## src/rtl/pwm_pair_pkg.sv

```systemverilog
package pwm_pair_pkg;
  localparam int unsigned ADDR_W = 4;
  localparam int unsigned PS_W   = 4;

  typedef enum logic [1:0] {
    MODE_INDEP = 2'd0,
    MODE_COMPL = 2'd1,
    MODE_SYNC  = 2'd2,
    MODE_RSVD  = 2'd3
  } pair_mode_e;

  typedef struct packed {
    logic       invert;
    logic       irq_on_match;
    pair_mode_e mode;
    logic       center;
    logic [1:0] div;
  } cfg_t;

  localparam logic [ADDR_W-1:0] A_CFG    = 4'd0;
  localparam logic [ADDR_W-1:0] A_RUN    = 4'd1;
  localparam logic [ADDR_W-1:0] A_OEN    = 4'd2;
  localparam logic [ADDR_W-1:0] A_PER    = 4'd3;
  localparam logic [ADDR_W-1:0] A_MSKEN  = 4'd4;
  localparam logic [ADDR_W-1:0] A_MSKLVL = 4'd5;
  localparam logic [ADDR_W-1:0] A_LOAD   = 4'd6;
  localparam logic [ADDR_W-1:0] A_IRQCLR = 4'd7;
  localparam logic [ADDR_W-1:0] A_CMP0   = 4'd8;

  function automatic logic [PS_W-1:0] div_last(input logic [1:0] code);
    case (code)
      2'd0:    return 4'd0;
      2'd1:    return 4'd1;
      2'd2:    return 4'd3;
      default: return 4'd15;
    endcase
  endfunction
endpackage

```

## src/rtl/pwm_regs.sv

```systemverilog
module pwm_regs
  import pwm_pair_pkg::*;
#(
  parameter int unsigned NCH = 6,
  parameter int unsigned CW  = 16,
  localparam int unsigned NPAIR = NCH / 2
) (
  input  logic                       clk_i,
  input  logic                       rst_ni,
  input  logic                       wr_en_i,
  input  logic [ADDR_W-1:0]          wr_addr_i,
  input  logic [CW-1:0]              wr_data_i,
  input  logic                       load_ack_i,
  input  logic                       irq_ev_i,
  output cfg_t                       cfg_o,
  output logic [NCH-1:0]             run_o,
  output logic [NCH-1:0]             oen_o,
  output logic [NCH-1:0]             msk_en_o,
  output logic [NCH-1:0]             msk_lvl_o,
  output logic [CW-1:0]              per_buf_o,
  output logic [NPAIR-1:0][CW-1:0]   cmp_buf_o,
  output logic                       load_pend_o,
  output logic                       irq_o
);
  logic wr_load, wr_clr;

  assign wr_load = wr_en_i && (wr_addr_i == A_LOAD);
  assign wr_clr  = wr_en_i && (wr_addr_i == A_IRQCLR) && wr_data_i[0];

  always_ff @(posedge clk_i or negedge rst_ni) begin
    if (!rst_ni) begin
      cfg_o     <= '0;
      run_o     <= '0;
      oen_o     <= '0;
      msk_en_o  <= '0;
      msk_lvl_o <= '0;
      per_buf_o <= '0;
      cmp_buf_o <= '0;
    end else if (wr_en_i) begin
      case (wr_addr_i)
        A_CFG:    cfg_o     <= cfg_t'(wr_data_i[$bits(cfg_t)-1:0]);
        A_RUN:    run_o     <= wr_data_i[NCH-1:0];
        A_OEN:    oen_o     <= wr_data_i[NCH-1:0];
        A_MSKEN:  msk_en_o  <= wr_data_i[NCH-1:0];
        A_MSKLVL: msk_lvl_o <= wr_data_i[NCH-1:0];
        A_PER:    per_buf_o <= wr_data_i;
        default: begin
          for (int k = 0; k < NPAIR; k++) begin
            if (wr_addr_i == ADDR_W'(A_CMP0 + k)) cmp_buf_o[k] <= wr_data_i;
          end
        end
      endcase
    end
  end

  // load request waits for the counter's zero point
  always_ff @(posedge clk_i or negedge rst_ni) begin
    if (!rst_ni)         load_pend_o <= 1'b0;
    else if (wr_load)    load_pend_o <= 1'b1;
    else if (load_ack_i) load_pend_o <= 1'b0;
  end

  // set beats clear
  always_ff @(posedge clk_i or negedge rst_ni) begin
    if (!rst_ni)       irq_o <= 1'b0;
    else if (irq_ev_i) irq_o <= 1'b1;
    else if (wr_clr)   irq_o <= 1'b0;
  end
endmodule

```

## src/rtl/pwm_counter.sv

```systemverilog
module pwm_counter
  import pwm_pair_pkg::*;
#(
  parameter int unsigned NPAIR = 3,
  parameter int unsigned CW    = 16
) (
  input  logic                     clk_i,
  input  logic                     rst_ni,
  input  logic                     run_i,
  input  logic [1:0]               div_i,
  input  logic                     center_i,
  input  logic                     on_match_i,
  input  logic                     load_pend_i,
  input  logic [CW-1:0]            per_buf_i,
  input  logic [NPAIR-1:0][CW-1:0] cmp_buf_i,
  output logic [CW-1:0]            cnt_o,
  output logic [CW-1:0]            per_act_o,
  output logic [NPAIR-1:0][CW-1:0] cmp_act_o,
  output logic                     tick_o,
  output logic                     load_ack_o,
  output logic                     irq_ev_o
);
  logic [PS_W-1:0] pcnt_q;
  logic            up_q;
  logic [CW-1:0]   cnt_q, per_q, per_nxt;
  logic            at_zero, peak, down_step, match_ev, under_ev;

  assign tick_o     = run_i && (pcnt_q == div_last(div_i));
  assign at_zero    = (cnt_q == '0);
  assign per_nxt    = load_pend_i ? per_buf_i : per_q;
  assign peak       = up_q && (cnt_q >= per_q);
  assign down_step  = !at_zero && (!center_i || !up_q || peak);
  assign load_ack_o = tick_o && at_zero && load_pend_i;
  assign match_ev   = tick_o && (per_q != '0) && (cnt_q == per_q);
  assign under_ev   = tick_o && down_step && (cnt_q == CW'(1));
  assign irq_ev_o   = on_match_i ? match_ev : under_ev;

  always_ff @(posedge clk_i or negedge rst_ni) begin
    if (!rst_ni) begin
      pcnt_q <= '0;
      cnt_q  <= '0;
      up_q   <= 1'b0;
    end else if (!run_i) begin
      pcnt_q <= '0;
      cnt_q  <= '0;
      up_q   <= 1'b0;
    end else begin
      pcnt_q <= tick_o ? '0 : pcnt_q + 1'b1;
      if (tick_o) begin
        if (at_zero) begin
          if (center_i) begin
            cnt_q <= (per_nxt != '0) ? CW'(1) : '0;
            up_q  <= (per_nxt != '0);
          end else begin
            cnt_q <= per_nxt;
            up_q  <= 1'b0;
          end
        end else if (down_step) begin
          cnt_q <= cnt_q - 1'b1;
          if (peak) up_q <= 1'b0;
        end else begin
          cnt_q <= cnt_q + 1'b1;
        end
      end
    end
  end

  // shadow registers update only at the zero point
  always_ff @(posedge clk_i or negedge rst_ni) begin
    if (!rst_ni) begin
      per_q     <= '0;
      cmp_act_o <= '0;
    end else if (load_ack_o) begin
      per_q     <= per_buf_i;
      cmp_act_o <= cmp_buf_i;
    end
  end

  assign cnt_o     = cnt_q;
  assign per_act_o = per_q;
endmodule

```

## src/rtl/pwm_out.sv

```systemverilog
module pwm_out
  import pwm_pair_pkg::*;
#(
  parameter int unsigned NCH = 6,
  parameter int unsigned CW  = 16,
  localparam int unsigned NPAIR = NCH / 2
) (
  input  logic [CW-1:0]            cnt_i,
  input  logic [NPAIR-1:0][CW-1:0] cmp_i,
  input  pair_mode_e               mode_i,
  input  logic [NCH-1:0]           en_i,
  input  logic [NCH-1:0]           msk_en_i,
  input  logic [NCH-1:0]           msk_lvl_i,
  input  logic                     invert_i,
  output logic [NCH-1:0]           pwm_o
);
  logic [NCH-1:0] wave;

  function automatic logic odd_wave(input pair_mode_e m, input logic raw,
                                    input logic en_odd, input logic even);
    case (m)
      MODE_COMPL: return ~raw & en_odd;
      MODE_SYNC:  return even;
      default:    return raw & en_odd;
    endcase
  endfunction

  for (genvar k = 0; k < NPAIR; k++) begin : g_pair
    logic raw;
    assign raw          = (cnt_i <= cmp_i[k]);
    assign wave[2*k]    = raw & en_i[2*k];
    assign wave[2*k+1]  = odd_wave(mode_i, raw, en_i[2*k+1], wave[2*k]);
  end

  assign pwm_o = ((wave & ~msk_en_i) | (msk_lvl_i & msk_en_i)) ^ {NCH{invert_i}};
endmodule

```

## src/rtl/pwm_pair_gen.sv

```systemverilog
module pwm_pair_gen
  import pwm_pair_pkg::*;
#(
  parameter int unsigned NCH = 6,
  parameter int unsigned CW  = 16,
  localparam int unsigned NPAIR = NCH / 2
) (
  input  logic              clk_i,
  input  logic              rst_ni,
  input  logic              wr_en_i,
  input  logic [ADDR_W-1:0] wr_addr_i,
  input  logic [CW-1:0]     wr_data_i,
  output logic [NCH-1:0]    pwm_o,
  output logic              irq_o
);
  cfg_t                     cfg;
  logic [NCH-1:0]           run, oen, en, msk_en, msk_lvl;
  logic [CW-1:0]            per_buf, per_act, cnt;
  logic [NPAIR-1:0][CW-1:0] cmp_buf, cmp_act;
  logic                     load_pend, load_ack, irq_ev, tick, run_any;

  assign en      = run & oen;
  assign run_any = |run;

  pwm_regs #(.NCH(NCH), .CW(CW)) u_regs (
    .clk_i, .rst_ni, .wr_en_i, .wr_addr_i, .wr_data_i,
    .load_ack_i (load_ack),
    .irq_ev_i   (irq_ev),
    .cfg_o      (cfg),
    .run_o      (run),
    .oen_o      (oen),
    .msk_en_o   (msk_en),
    .msk_lvl_o  (msk_lvl),
    .per_buf_o  (per_buf),
    .cmp_buf_o  (cmp_buf),
    .load_pend_o(load_pend),
    .irq_o
  );

  pwm_counter #(.NPAIR(NPAIR), .CW(CW)) u_cnt (
    .clk_i, .rst_ni,
    .run_i      (run_any),
    .div_i      (cfg.div),
    .center_i   (cfg.center),
    .on_match_i (cfg.irq_on_match),
    .load_pend_i(load_pend),
    .per_buf_i  (per_buf),
    .cmp_buf_i  (cmp_buf),
    .cnt_o      (cnt),
    .per_act_o  (per_act),
    .cmp_act_o  (cmp_act),
    .tick_o     (tick),
    .load_ack_o (load_ack),
    .irq_ev_o   (irq_ev)
  );

  pwm_out #(.NCH(NCH), .CW(CW)) u_out (
    .cnt_i    (cnt),
    .cmp_i    (cmp_act),
    .mode_i   (cfg.mode),
    .en_i     (en),
    .msk_en_i (msk_en),
    .msk_lvl_i(msk_lvl),
    .invert_i (cfg.invert),
    .pwm_o
  );
endmodule

```

## config.mk

```make
export PLATFORM = sky130hd
export DESIGN_NAME = pwm_pair_gen
export DESIGN_NICKNAME = d
export VERILOG_FILES = /design/src/rtl/pwm_pair_pkg.sv /design/src/rtl/pwm_regs.sv /design/src/rtl/pwm_counter.sv /design/src/rtl/pwm_out.sv /design/src/rtl/pwm_pair_gen.sv
export SDC_FILE = /design/constraint.sdc
export NUM_CORES = 1
export LEC_CHECK = 0
export BUFFER_PORTS_ARGS = -buffer_cell sky130_fd_sc_hd__buf_2
export CORE_MARGIN = 1.5
export CORE_UTILIZATION = 40
export CTS_CLUSTER_DIAMETER = 200
export DETAILED_ROUTE_END_ITERATION = 8
export GPL_TIMING_DRIVEN = 0
export SLEW_MARGIN = 20
export SYNTH_ARGS = -nofsm -noshare
export SYNTH_HDL_FRONTEND = slang
export SYNTH_SLANG_ARGS = --single-unit
```

## constraint.sdc

```tcl
create_clock -name clk_i -period 2.7 [get_ports clk_i]
set_input_delay 0.27 -clock clk_i [delete_from_list [all_inputs] [get_ports clk_i]]
set_output_delay 0.27 -clock clk_i [all_outputs]
set_load 0.005 [all_outputs]
```

Word-level counts from Yosys, hierarchy flattened
Index checks and enable logic that the tools add are counted.
{"block": "word_totals", "word_cells": 128, "reg_bits": 182, "output_inout_bits": 7, "input_bits": 23}
{"block": "classes", "n_reduce_logical": 36, "order_cmp": 4, "bitwise_logic": 19, "mux": 24, "add_sub_neg": 3, "n_eq_ne": 20}
{"op": "16-bit 2-to-1 mux", "n": 6}
{"op": "16-bit less-or-equal comparator", "n": 3}
{"op": "16-bit nonzero test", "n": 2}
{"op": "6-bit bitwise AND", "n": 3}
{"op": "16-bit by 1-bit adder with 16-bit output (second input constant)", "n": 1}
{"op": "16-bit by 1-bit equality test with 1-bit output (second input constant)", "n": 1}
{"op": "16-bit equality test", "n": 1}
{"op": "4-bit by 3-bit equality test with 1-bit output (second input constant)", "n": 4}
{"op": "16-bit greater-or-equal comparator", "n": 1}
{"op": "16-bit zero test", "n": 1}
{"op": "16-bit by 1-bit subtractor with 16-bit output (second input constant)", "n": 1}
{"op": "4-bit equality test (second input constant)", "n": 3}
{"op": "1-bit logical AND", "n": 12}
{"op": "1-bit 2-to-1 mux", "n": 12}
{"op": "4-bit case mux with 3 select lines", "n": 1}
{"op": "2-bit AND reduction", "n": 6}
{"op": "3-bit AND reduction", "n": 4}
{"op": "6-bit OR reduction", "n": 2}
{"op": "1-bit bitwise AND", "n": 9}
{"op": "4-bit by 2-bit equality test with 1-bit output (second input constant)", "n": 2}
{"op": "4-bit 2-to-1 mux", "n": 2}
{"op": "3-bit inequality test (second input constant)", "n": 2}
{"op": "6-bit NOT", "n": 1}
{"op": "6-bit OR", "n": 1}
{"op": "other kinds (14)", "n": 25}

Longest topological paths before layout
Gate-level depths: netlist of run 1.
{"block": "depth", "ltp_word": 8, "mapped_depth": 10}

Cells and area by module
From an unflattened synthesis of run 1, not the netlist that was laid out.
{"block": "hier_totals", "cells_unflattened": 874, "area_unflattened_um2": 10239.8}
{"module": "pwm_counter", "area_per_inst_um2": 4983.5, "cells_each": 434, "n_inst": 1}
{"module": "pwm_regs", "area_per_inst_um2": 3724.8, "cells_each": 222, "n_inst": 1}
{"module": "pwm_out", "area_per_inst_um2": 1478.9, "cells_each": 209, "n_inst": 1}
{"module": "pwm_pair_gen", "area_per_inst_um2": 52.6, "cells_each": 9, "n_inst": 1}

Least setup slack after synthesis of run 1
Ideal clock, no wire load.
{"block": "synth_timing", "kind": "register to output", "from": "register u_cnt.cnt_q[13] (netlist: u_cnt.cnt_o[13])", "to": "output port pwm_o[5]", "n_path_buf": 0, "arrival_time_ps": 2220, "stages_incl_launch_ff": 9, "slack_ps": 210, "path_cell_list": "dfrtp_1 > ha_1 > nand4_1 > or2_2 > nor3_1 > or3b_2 > a31oi_1 > a2111oi_0 > o2111ai_1"}
{"block": "synth_between", "elab_chain_cells": 7}
{"item": "from (decl)", "line": "pwm_counter.sv:25", "rtl": "logic [CW-1:0] cnt_q, per_q, per_nxt;"}
{"item": "from (signal assigned)", "line": "pwm_counter.sv:52", "rtl": "cnt_q <= (per_nxt != '0) ? CW'(1) : '0;"}
{"item": "from (signal assigned)", "line": "pwm_counter.sv:55", "rtl": "cnt_q <= per_nxt;"}
{"item": "from (signal assigned)", "line": "pwm_counter.sv:59", "rtl": "cnt_q <= cnt_q - 1'b1;"}
{"item": "16-bit less-or-equal comparator (*)", "line": "pwm_out.sv:30", "rtl": "assign raw = (cnt_i <= cmp_i[k]);"}
{"item": "1-bit NOT", "line": "pwm_out.sv:22", "rtl": "MODE_COMPL: return ~raw & en_odd;"}
{"item": "1-bit bitwise AND", "line": "pwm_out.sv:22"}
{"item": "1-bit case mux with 2 select lines (*)", "line": "pwm_out.sv:21", "rtl": "case (m)"}
{"item": "6-bit bitwise AND (*)", "line": "pwm_out.sv:35", "rtl": "assign pwm_o = ((wave & ~msk_en_i) | (msk_lvl_i & msk_en_i)) ^ {NCH{invert_i}};"}
{"item": "6-bit OR (*)", "line": "pwm_out.sv:35"}
{"item": "6-bit bitwise XOR (*)", "line": "pwm_out.sv:35"}
{"item": "to (decl)", "line": "pwm_pair_gen.sv:13", "rtl": "output logic [NCH-1:0] pwm_o,"}
Mark *: on every way between the ends. The rest lies on a longest branch, timed or not.

Worst setup path in the final report of run 1
{"block": "layout_timing", "from": "register u_cnt.cnt_q[9] (netlist: u_cnt.cnt_o[9])", "to": "output port pwm_o[5]"}
Same word-level chain as after synthesis.

==> metrics.md, run 1 <==
| Metric | Value |
|---|---|
| Clk slew on worst S/H paths | `70 ps` |
| Share of layout cells above drive strength 1 | `about 36%` |
| Setup Crit Path Kind | `flop to output port` |
| F_max | `330.6 MHz` |
| Residual DRC | `0` |
| Ports | `30` |
| Dpl cells | `1,283` |
| Run status | `complete, but fails checks` |
| Startpoint type of the worst setup path | `flop` |
| Area contributors post-synth | `dfrtp_1, mux2_2, mux2_4, ha_1, inv_1` |
| Vias in the first global route | `7,256` |
| DRT antenna net count | `0` |
| CTS max path bufs | `2` |
| RD Place Congestion | `around 0.86` |
| Antenna cells | `0` |
| 1st-pass router iterations | `5` |
| Port bufs | `28` |
| Top_reg_cell synth | `dfrtp_1` |
| Routed Wire Length | `25,790 µm` |
| Via count | `approximately 7,400` |
| Design Power | `15.07 mW` |
| Finished Layout Cells | `1,358` |
| Pwr/cell area | `1198 nW/µm²` |
| Max cap viols | `0` |
| Initial antenna violation count | `0` |
| Max VDD drop | `0.6404 mV` |
| Wire per inst | `18.99 µm` |
| CTS H-tree depth | `4` |
| Net total in the final layout | `roughly 1,100` |
| Cell with the most instances after synthesis | `dfrtp_1` |
| Area after DPL | `11,050 µm²` |
| Critical path capture point type | `output port` |
| Layout Skew | `between 10 and 15 ps` |
| Die area | `27,050 µm²` |
| FP Rows | `58` |
| Core ar. | `25,400 µm²` |
| #FFs+latches synth | `182` |
| Cts bufs inserted | `17` |
| Clock tree root driver cell | `clkbuf_16` |
| Overflow after GRT | `0` |
| Post-layout min period | `3025 ps` |
| Initial core utilization | `~41%` |
| Iter 0 DRT Violations | `416` |
| P&R area growth vs syn | `20.65%` |
| Path category of the worst min-delay check | `input pin to flop` |
| Clock Sinks | `182` |
| Pin count of the biggest net entering global routing | `81` |
| Net count after synthesis | `1,015` |
| Post-synth EDFFs | `0` |
| Vias per std cell | `5.459` |
| Crit path arrival time | `2750 ps` |
| Syn. warnings | `0` |
| GRT Total Usage | `19.85%` |
| Final setup fails | `68` |
| Clock latency on the worst-skew pair | `430 ps` |
| Worst Path Required | `roughly 2400 ps` |
| Slew Limit Fails | `0` |
| Synth unique cells | `56` |
| RSZ-0062 raised after global routing | `yes` |
| Worst Tran Pin Value | `845.5 ps` |
| Max Fanout on Critical Path | `5` |
| CTS tree | `done` |
| Top cell type by total area after synthesis | `dfrtp_1` |
| Mapped Avg Cell Area | `about 11 µm²` |
| Failing checks | `setup timing` |
| Post-route cell area | `12,580 µm²` |
| Final WS setup | `-324.8 ps` |
| Final Cycle Share | `112.0%` |
| Rel. slew slack | `43.42%` |
| Mapped Area | `10,430 µm²` |
| Seq/Total Area, Yosys | `43.67%` |
| Die height | `164.5 µm` |
| DP Wirelength | `17,870 µm` |
| Cells after Synth | `923` |
| Hold Violations, Final | `0` |
| Async SR Flop Fraction | `100.0%` |
| First-pass GRT wire length | `40,570 µm` |
| Lkg Pwr | `5.807 nW` |
| Synth top cells by count | `dfrtp_1, mux2_2, ha_1, inv_1, mux2_4` |
| Share of the synthesized area in the top cell type | `43.67%` |
| Die Wd | `164.5 µm` |
final timing paths:
check                      depth (start not counted)                 from                   end  slack (ps)
min in group asynchronous                          2               rst_ni   u_regs.msk_lvl_o[2]         320
setup reg to reg                                   7       u_cnt.cnt_o[4]   u_cnt.cmp_act_o[43]        -120
hold reg to reg                                    1  u_regs.cmp_buf_o[3]    u_cnt.cmp_act_o[3]         500
hold / removal                                     2        wr_data_i[10]  u_regs.per_buf_o[10]         150
max in group asynchronous                          4               rst_ni        u_cnt.cnt_o[9]        1310
setup / recovery                                   8       u_cnt.cnt_o[9]              pwm_o[5]        -320
cells in the final DEF, fill, tap and decap left out, drive strengths merged, types with 6 or more instances in the layout:
cell type and instances:
nand2 53, and4 6, a22oi 12, mux2 165
nand4 24, inv 72, nor2 37, and3 8
o21ai 35, a31oi 7, dfrtp 182, ha 69
buf 88, nor4 11, nor3b 6, nand3 25
nand2b 9, a21oi 21, or3 8, nor3 21
a21o 22, clkbuf 36, mux2i 24, nand3b 16
sequential cells by signal, indices dropped and copies added (netlist names), 4 cells and up:
register	cells
u_cnt.cmp_act_o	48
u_cnt.cnt_o	16
u_cnt.pcnt_q	4
u_cnt.per_act_o	16
u_regs.cfg_o	7
u_regs.cmp_buf_o	48
u_regs.msk_en_o	6
u_regs.msk_lvl_o	6
u_regs.oen_o	6
u_regs.per_buf_o	16
u_regs.run_o	6
timing repair:
item	4_1_cts	5_1_grt
gates cloned	1	2
gates resized for setup	70	66
hold buffers	1	0
setup endpoints to repair	81	84
pin swaps	33	32
hold endpoints to repair	42	0
buffers inserted	22	18
final cells by class:
| type | instances | area [µm²] |
|---|---|---|
| inverters | 69 | 262.8 |
| fillers | 2256 | 12820 |
| flip-flops and latches | 182 | 4574 |
| well taps | 330 | 412.9 |
| clock inverters | 14 | 172.7 |
| multi-input cells | 638 | 5893 |
| repair buffers | 73 | 578.1 |
| plain buffers | 34 | 259.0 |
| clock buffers | 18 | 429.2 |
critical path, cell delays in order (launching register included):
cell and delay (ps):
dfrtp_2 500, ha_4 310, nand4_1 90, or2_4 300
o22a_4 240, and3_1 200, a2111oi_2 310, o2111ai_1 200
buf_2 170
kinds of logic (layout without fill, tap and decap cells):
family | count (synthesis) | count (layout) | synth area share [%]
compound gates | 123 | 123 | 7.595
xor+xnor | 6 | 6 | 0.5039
fa+ha+maj | 69 | 69 | 8.278
buf+inv | 104 | 208 | 4.223
flops | 182 | 182 | 43.67
mux | 189 | 189 | 22.28
simple gates | 250 | 251 | 13.45
stage by stage:
step | setup WS, ps | hold slack, ps | util, % | TNS [ps]
2_1_floorplan | 210.0 | -25.59 | - | 0
3_3_place_gp | -1692 | 481.7 | 43.24 | -311230
3_5_place_dp | -533.0 | 188.4 | 43.49 | -8370
4_1_cts | -342.1 | 141.5 | 47.97 | -1619
5_1_grt | -413.8 | 153.3 | 49.54 | -12140
6_report | -324.8 | 147.4 | 49.54 | -7483
layer usage:
metal  global-route usage [%]  up-vias  wire length (µm)  part of all wire (%)
li1                         -     3543                 -                     -
met5                        0        -                 0                     0
met1                    27.85     3729             12540                    49
met2                    31.72      113             12200                    47
met3                    2.461       29               572                   2.2
met4                    6.716        0               482                   1.9
power breakdown:
| part | total (mW) | switching, mW | internal [mW] |
|---|---|---|---|
| clock network | 2.58 | 1.11 | 1.47 |
| logic | 8.04 | 4.00 | 4.04 |
| registers | 4.45 | 0.848 | 3.61 |
No activity file was read; power rests on OpenSTA's default activity.
==> run 2: changes to the inputs <==
--- a/config.mk
+++ b/config.mk
@@ -7,10 +7,11 @@
 export LEC_CHECK = 0
 export BUFFER_PORTS_ARGS = -buffer_cell sky130_fd_sc_hd__buf_2
 export CORE_MARGIN = 1.5
-export CORE_UTILIZATION = 40
+export CORE_UTILIZATION = 55
 export CTS_CLUSTER_DIAMETER = 200
 export DETAILED_ROUTE_END_ITERATION = 8
 export GPL_TIMING_DRIVEN = 0
+export PLACE_DENSITY = 0.72
 export SLEW_MARGIN = 20
 export SYNTH_ARGS = -nofsm -noshare
 export SYNTH_HDL_FRONTEND = slang
==> run 2 against run 1 <==
Effect of this change:
- the run still ends with setup timing left
- hold slack gained 14 ps
- via count grew 3.4%
- clock skew down 7.0 ps
- final area up 0.82%
- critical path depth did not move
- clock power up 2%
- global-route usage rose by 7.0 points
==> metrics.md, run 2 (synthesized netlist as in run 1, its figures left out) <==
| Metric | Value |
|---|---|
| Clock tree root driver cell | `clkbuf_16` |
| FP Rows | `50 (-14%)` |
| CP max stage delay | `490 ps (about the same)` |
| Setup Crit Path Kind | `flop to output port` |
| RD Place Congestion | `0.8551 (-0.51%)` |
| Post-layout min period | `3112 ps (+87.53 ps)` |
| DP Wirelength | `17,080 µm (-4.4%)` |
| Slew Limit Fails | `0 (unchanged)` |
| Clock latency on the worst-skew pair | `430 ps (about the same)` |
| Crit path arrival time | `2840 ps (+90 ps)` |
| F_max | `321.3 MHz (-2.8%)` |
| Ports | `30 (unchanged)` |
| Core ar. | `18,640 µm² (-27%)` |
| Worst Path Required | `2430 ps (about the same)` |
| Max Fanout on Critical Path | `4 (-1)` |
| Dpl cells | `1,186 (-7.6%)` |
| Hold Violations, Final | `0 (unchanged)` |
| Vias per std cell | `6.052 (+11%)` |
| Routed Wire Length | `26,500 µm (+2.7%)` |
| WHS | `161.2 ps (+13.79 ps)` |
| Post-route cell area | `12,690 µm² (+0.82%)` |
| 1st-pass router iterations | `5 (unchanged)` |
| Most frequent cells in the layout | `dfrtp_1, mux2_2, inv_1, mux2_4, ha_1` |
| Clk slew on worst S/H paths | `70 ps (about the same)` |
| Pin count of the biggest net entering global routing | `98 (+21%)` |
| Clock Sinks | `182 (unchanged)` |
| Area after DPL | `10,900 µm² (-1.3%)` |
| Final Cycle Share | `115.3% (+3.2 points)` |
| First-pass GRT wire length | `41,060 µm (+1.2%)` |
| CTS tree | `done` |
| Max VDD drop | `0.7767 mV (+21%)` |
| Max cap viols | `0 (unchanged)` |
| Largest regs | `u_cnt.cmp_act_o: 48 flops, u_regs.cmp_buf_o: 48 flops` |
| Initial core utilization | `55.94% (+15 points)` |
| Die area | `19,800 µm² (-27%)` |
| Worst Tran Pin Value | `787.9 ps (-57.64 ps)` |
| Initial antenna violation count | `0 (unchanged)` |
| Fillers | `1,336 (-41%)` |
| Share of layout cells above drive strength 1 | `36.69% (+0.79 points)` |
| Commonest non-fill, non-tap cell in the layout | `dfrtp_1` |
| Vias in the first global route | `7,552 (+4.1%)` |
| Critical path capture point type | `output port` |
| Slowest CP cell | `dfrtp_2` |
| GRT Total Usage | `26.83% (+7.0 points)` |
| Failing checks | `setup timing` |
| Fin Setup TNS | `-4468 ps (+3015 ps)` |
| Critical path, cell by cell | `ha_4 > nand4_1 > or2_4 > o22a_4 > and4_1 > a2111oi_2 > o2111ai_1 > buf_2` |
| Final setup fails | `67 (-1.5%)` |
| Run status | `complete, but fails checks` |
| Finished Layout Cells | `1,267 (-6.7%)` |
| Layout Skew | `6.698 ps (-7.032 ps)` |
| R2R depth | `9 (+2)` |
| Lkg Pwr | `5.869 nW (+1.1%)` |
| Final WS setup | `-412.4 ps (-87.53 ps)` |
| Net total in the final layout | `1,115 (+0.72%)` |
| Wire per inst | `20.91 µm (+10%)` |
| Pwr/cell area | `1238 nW/µm² (+3.4%)` |
| Die height | `140.7 µm (-14%)` |
| Residual DRC | `0 (unchanged)` |
| Iter 0 DRT Violations | `444 (+6.7%)` |
| Antenna cells | `0 (unchanged)` |
| Startpoint type of the worst setup path | `flop` |
| Overflow after GRT | `0 (unchanged)` |
| Worst Hold Depth | `2 (unchanged)` |
| P&R area growth vs syn | `21.64%` |
| CTS H-tree depth | `4 (unchanged)` |
| Via count | `7,668 (+3.4%)` |
| CTS max path bufs | `2 (unchanged)` |
| Critical path depth | `8 (unchanged)` |
| Die Wd | `140.7 µm (-14%)` |
| Buf/Inv on CP | `1 (unchanged)` |
| CP top delay family | `compound AO/OA/AOI/OAI gates` |
| RSZ-0062 raised after global routing | `yes` |
| Design Power | `15.71 mW (+4.2%)` |
| Rel. slew slack | `47.28% (+3.9 points)` |
| DRT antenna net count | `0 (unchanged)` |
| Path category of the worst min-delay check | `input pin to flop` |
| Port bufs | `28 (unchanged)` |
| Cts bufs inserted | `17 (unchanged)` |
-- run 2: timing repair --
action / 4_1_cts / 5_1_grt
resized for setup: 62 / 94
setup buffers: 33 / 17
hold endpoints to repair: 96 / 0
gates cloned: 1 / 2
pin swaps: 29 / 36
hold buffers: 1 / 0
setup endpoints to repair: 80 / 83
-- run 2: cell type report --
| class | instances | area, µm² | area share, % |
|---|---|---|---|
| Clock inverter | 8 | 150.1 | 1.184 |
| Inverter | 69 | 261.5 | 2.061 |
| Tap cell | 234 | 292.8 | 2.308 |
| Timing Repair Buffer | 81 | 651.9 | 5.139 |
| Sequential cell | 182 | 4574 | 36.06 |
| Buffer | 34 | 281.5 | 2.219 |
| Multi-Input combinational cell | 638 | 6013 | 47.40 |
| Clock buffer | 21 | 460.4 | 3.630 |
-- run 2: metrics by stage --
stage	utilization [%]	worst slack (ps)
final	68.05	-412.4
after floorplan	-	210.0
after global routing	68.05	-461.0
after global placement	58.26	-1580
after CTS	64.66	-376.9
after detailed placement	58.46	-460.6
-- run 2: report_power, final --
group | internal [mW] | total, mW | switching (mW)
registers | 3.61 | 4.48 | 0.872
logic | 4.30 | 8.59 | 4.29
clock network | 1.59 | 2.63 | 1.05
total | 9.49 | 15.7 | 6.21
-- run 2: worst paths after layout --
check	slack, ps	endpoint	start
setup / recovery	-410	pwm_o[5]	u_cnt.cnt_o[13]
min in group asynchronous	460	u_regs.msk_lvl_o[2]	rst_ni
max in group asynchronous	1320	u_cnt.cnt_o[15]	rst_ni
hold reg to reg	500	u_cnt.cmp_act_o[3]	u_regs.cmp_buf_o[3]
hold / removal	160	u_regs.cmp_buf_o[10]	wr_data_i[10]
setup reg to reg	-60	u_cnt.cmp_act_o[47]	u_cnt.cnt_o[9]
-- run 2: routing by layer --
layer | share of wire [%] | global-route usage (%) | routed length [µm] | vias up
met4 | 3.0 | 9.156 | 784 | 0
met3 | 4.6 | 4.450 | 1208 | 58
li1 | - | - | - | 3554
met1 | 45 | 37.88 | 11960 | 3843
met5 | 0 | 0 | 0 | -
met2 | 47 | 42.26 | 12540 | 213
-- run 2: worst reg2reg max path: cells and delay by family (launching register included) --
family | cells | cell delay, ps
AND/OR/NAND/NOR | 4 | 1200
buffers and inverters | 4 | 630
flip-flops | 1 | 500
multiplexers | 1 | 310
==> run 3: changes to the inputs <==
--- a/config.mk
+++ b/config.mk
@@ -11,7 +11,7 @@
 export CTS_CLUSTER_DIAMETER = 200
 export DETAILED_ROUTE_END_ITERATION = 8
 export GPL_TIMING_DRIVEN = 0
-export PLACE_DENSITY = 0.72
+export PLACE_DENSITY = 0.75
 export SLEW_MARGIN = 20
 export SYNTH_ARGS = -nofsm -noshare
 export SYNTH_HDL_FRONTEND = slang
==> run 3 against run 2 <==
Effect of this change:
- the run still ends with setup timing left
- final cell count shrank 1.0%
- sequential share of layout area grew 0.87 points
- core utilization down 1.6 points
- setup slack worse by 1.3 ps
- maximum frequency about the same
- hold slack worse by 14 ps
- die area is the same
- non-clock buffer count is 16 lower
- total power down 1.2%
- global-route usage grew 0.66 points
- via count up 0.56%
- combinational power down 2.9%
- critical path type unchanged
- critical endpoint is now pwm_o[2]
==> metrics.md, run 3 (synthesized netlist as in run 1, its figures left out) <==
| Metric | Value |
|---|---|
| Run status | `complete, but fails checks` |
| Failing checks | `setup timing` |
| Post-layout min period | `3114 ps (+1.294 ps)` |
| Routed Wire Length | `27,260 µm (+2.9%)` |
| Int Pwr | `9.221 mW (-2.9%)` |
| CP top delay family | `compound AO/OA/AOI/OAI gates` |
| DRT antenna net count | `0 (unchanged)` |
| Layout Skew | `9.463 ps (+2.765 ps)` |
| Net total in the final layout | `1,099 (-1.4%)` |
| Via count | `7,711 (+0.56%)` |
| Vias in the first global route | `7,906 (+4.7%)` |
| Antenna cells | `0 (unchanged)` |
| Cts bufs inserted | `17 (unchanged)` |
| Setup Crit Path Kind | `flop to output port` |
| Clock latency on the worst-skew pair | `440 ps (about the same)` |
| Combinational Power Share | `53.7% (-1.0 points)` |
| FP Rows | `50 (unchanged)` |
| Share of layout cells above drive strength 1 | `34.22% (-2.5 points)` |
| Clk slew on worst S/H paths | `70 ps (about the same)` |
| Pwr/cell area | `1253 nW/µm² (+1.2%)` |
| Sequential Power Share | `29.0% (+0.5 points)` |
| Rel. slew slack | `46.54% (-0.74 points)` |
| Commonest non-fill, non-tap cell in the layout | `dfrtp_1` |
| Switching pwr | `6.293 mW (+1.3%)` |
| Residual DRC | `0 (unchanged)` |
| Initial antenna violation count | `0 (unchanged)` |
| Iter 0 DRT Violations | `534 (+20%)` |
| Initial core utilization | `55.94% (unchanged)` |
| Fillers | `1,335 (-0.075%)` |
| Final Cycle Share | `115.3% (about the same)` |
| Hold Violations, Final | `0 (unchanged)` |
| Wire per inst | `21.74 µm (+4.0%)` |
| Slowest CP cell | `dfrtp_2` |
| Lkg Pwr | `5.786 nW (-1.4%)` |
| Design Power | `15.51 mW (-1.2%)` |
| Worst Path Required | `2430 ps (about the same)` |
| P&R area growth vs syn | `18.76%` |
| RSZ-0062 raised after global routing | `yes` |
| Switching Fraction | `40.56% (+1.0 points)` |
| Pin count of the biggest net entering global routing | `98 (unchanged)` |
| CTS max path bufs | `2 (unchanged)` |
| Pre-CTS setup slack | `-484.2 ps (-23.57 ps)` |
| Crit path arrival time | `2840 ps (about the same)` |
| Clk pwr share | `17.3% (+0.5 points)` |
| Clock tree root driver cell | `clkbuf_16` |
| Vias per std cell | `6.149 (+1.6%)` |
| Die height | `140.7 µm (unchanged)` |
| Critical path capture point type | `output port` |
| Slew Limit Fails | `0 (unchanged)` |
| Max VDD drop | `0.6260 mV (-19%)` |
| RD Place Congestion | `0.8447 (-1.2%)` |
| Critical path depth | `10 (+2)` |
| Max Fanout on Critical Path | `4 (unchanged)` |
| Critical path, cell by cell | `buf_4 > ha_4 > nor2b_1 > o21ai_1 > nand2b_1 > a21o_1 > a211o_1 > a2111o_1 > nand3_1 > buf_2` |
| Ports | `30 (unchanged)` |
| F_max | `321.2 MHz (about the same)` |
| Startpoint type of the worst setup path | `flop` |
| Worst Hold Depth | `2 (unchanged)` |
| Clock Sinks | `182 (unchanged)` |
| Die area | `19,800 µm² (unchanged)` |
| CP max stage delay | `510 ps (+20 ps)` |
| Final WS setup | `-413.7 ps (-1.294 ps)` |
| Port bufs | `28 (unchanged)` |
| Buf/Inv on CP | `2 (+1)` |
| R2R depth | `9 (unchanged)` |
| Flop-to-flop setup slack | `-60 ps (about the same)` |
| CTS tree | `done` |
| Largest regs | `u_cnt.cmp_act_o: 48 flops, u_regs.cmp_buf_o: 48 flops` |
| Die Wd | `140.7 µm (unchanged)` |
| Most frequent cells in the layout | `dfrtp_1, mux2_2, inv_1, mux2_4, ha_1` |
| Worst Tran Pin Value | `798.9 ps (+11.02 ps)` |
| Final setup fails | `66 (-1.5%)` |
| Core ar. | `18,640 µm² (unchanged)` |
| Overflow after GRT | `0 (unchanged)` |
| First-pass GRT wire length | `41,960 µm (+2.2%)` |
| CTS H-tree depth | `4 (unchanged)` |
| Max cap viols | `0 (unchanged)` |
| DP Wirelength | `17,410 µm (+1.9%)` |
| GRT Total Usage | `27.50% (+0.66 points)` |
| Path category of the worst min-delay check | `input pin to flop` |
| 1st-pass router iterations | `5 (unchanged)` |
## run 3: changes by cell type in the layout (fill, tap and decap cells not counted), moves of 4 or more
cell	change
buf_4	-9
buf_6	-4
inv_6	+6
mux2_2	+6
mux2_4	-6
mux2i_1	+5
mux2i_4	-6
nand2_1	+5
nand2_2	-5
## run 3: layout make-up
cell class	count	area, µm²	share of cell area (%)
tap	234	292.8	2.364
clock buffer	19	452.9	3.657
multi-input combinational	638	5839	47.15
buffer	34	256.5	2.071
timing repair buffer	65	526.8	4.253
clock inverter	13	181.4	1.465
sequential	182	4574	36.93
inverter	69	261.5	2.111
## run 3: final timing paths
| check | to | from |
|---|---|---|
| min | u_regs.cmp_buf_o[10] | wr_data_i[10] |
| max reg2reg | u_cnt.cmp_act_o[34] | u_cnt.cnt_o[4] |
| min in group asynchronous | u_regs.msk_lvl_o[2] | rst_ni |
| max | pwm_o[2] | u_cnt.cnt_o[1] |
| min reg2reg | u_cnt.cmp_act_o[11] | u_regs.cmp_buf_o[11] |
| max in group asynchronous | u_cnt.cnt_o[15] | rst_ni |
## run 3: power groups by stage
| stage | registers [mW] | clock network, mW | logic, mW |
|---|---|---|---|
| floorplan | 4.18 | 0 | 4.57 |
| global placement | 4.48 | 0 | 5.83 |
| detailed placement | 4.53 | 0 | 6.05 |
| CTS | 4.44 | 2.71 | 7.33 |
| global route | 4.60 | 2.82 | 8.93 |
| finish | 4.50 | 2.68 | 8.34 |
## run 3: worst register-to-register path, stage by stage, from the launching register on
cell     delay, ps
dfrtp_2        490
buf_6          170
or4_4          500
nor4_4         240
buf_4          180
and4_4         300
nand3_4        100
buf_12         190
buf_12         170
mux2_4         310
## run 3: metrics by stage
step	TNS [ps]	hold slack [ps]	util (%)	area, µm²	cells
floorplan	0	-25.59	-	10430	923
global placement	-278800	481.6	58.26	10860	1185
detailed placement	-5668	350.7	58.46	10900	1186
CTS	-1937	129.6	64.15	11960	1239
global route	-7555	139.5	66.44	12390	1254
finish	-4343	146.8	66.44	12390	1254
## run 3: timing repair
item	CTS	global route
pin swaps	16	20
endpoints found under the setup margin	81	85
setup buffers	21	11
cloned	0	4
gates resized for setup	58	52
hold buffers	1	0
endpoints found under the hold margin	96	0
## run 3: layer usage
| layer | part of all wire (%) | wire length (µm) | GRT usage (%) | up-vias |
|---|---|---|---|---|
| met5 | 0 | 0 | 0 | - |
| met4 | 3.3 | 886 | 10.86 | 0 |
| met3 | 5.0 | 1370 | 4.620 | 69 |
| met2 | 49 | 13330 | 45.09 | 257 |
| met1 | 43 | 11670 | 36.62 | 3862 |
| li1 | - | - | - | 3523 |
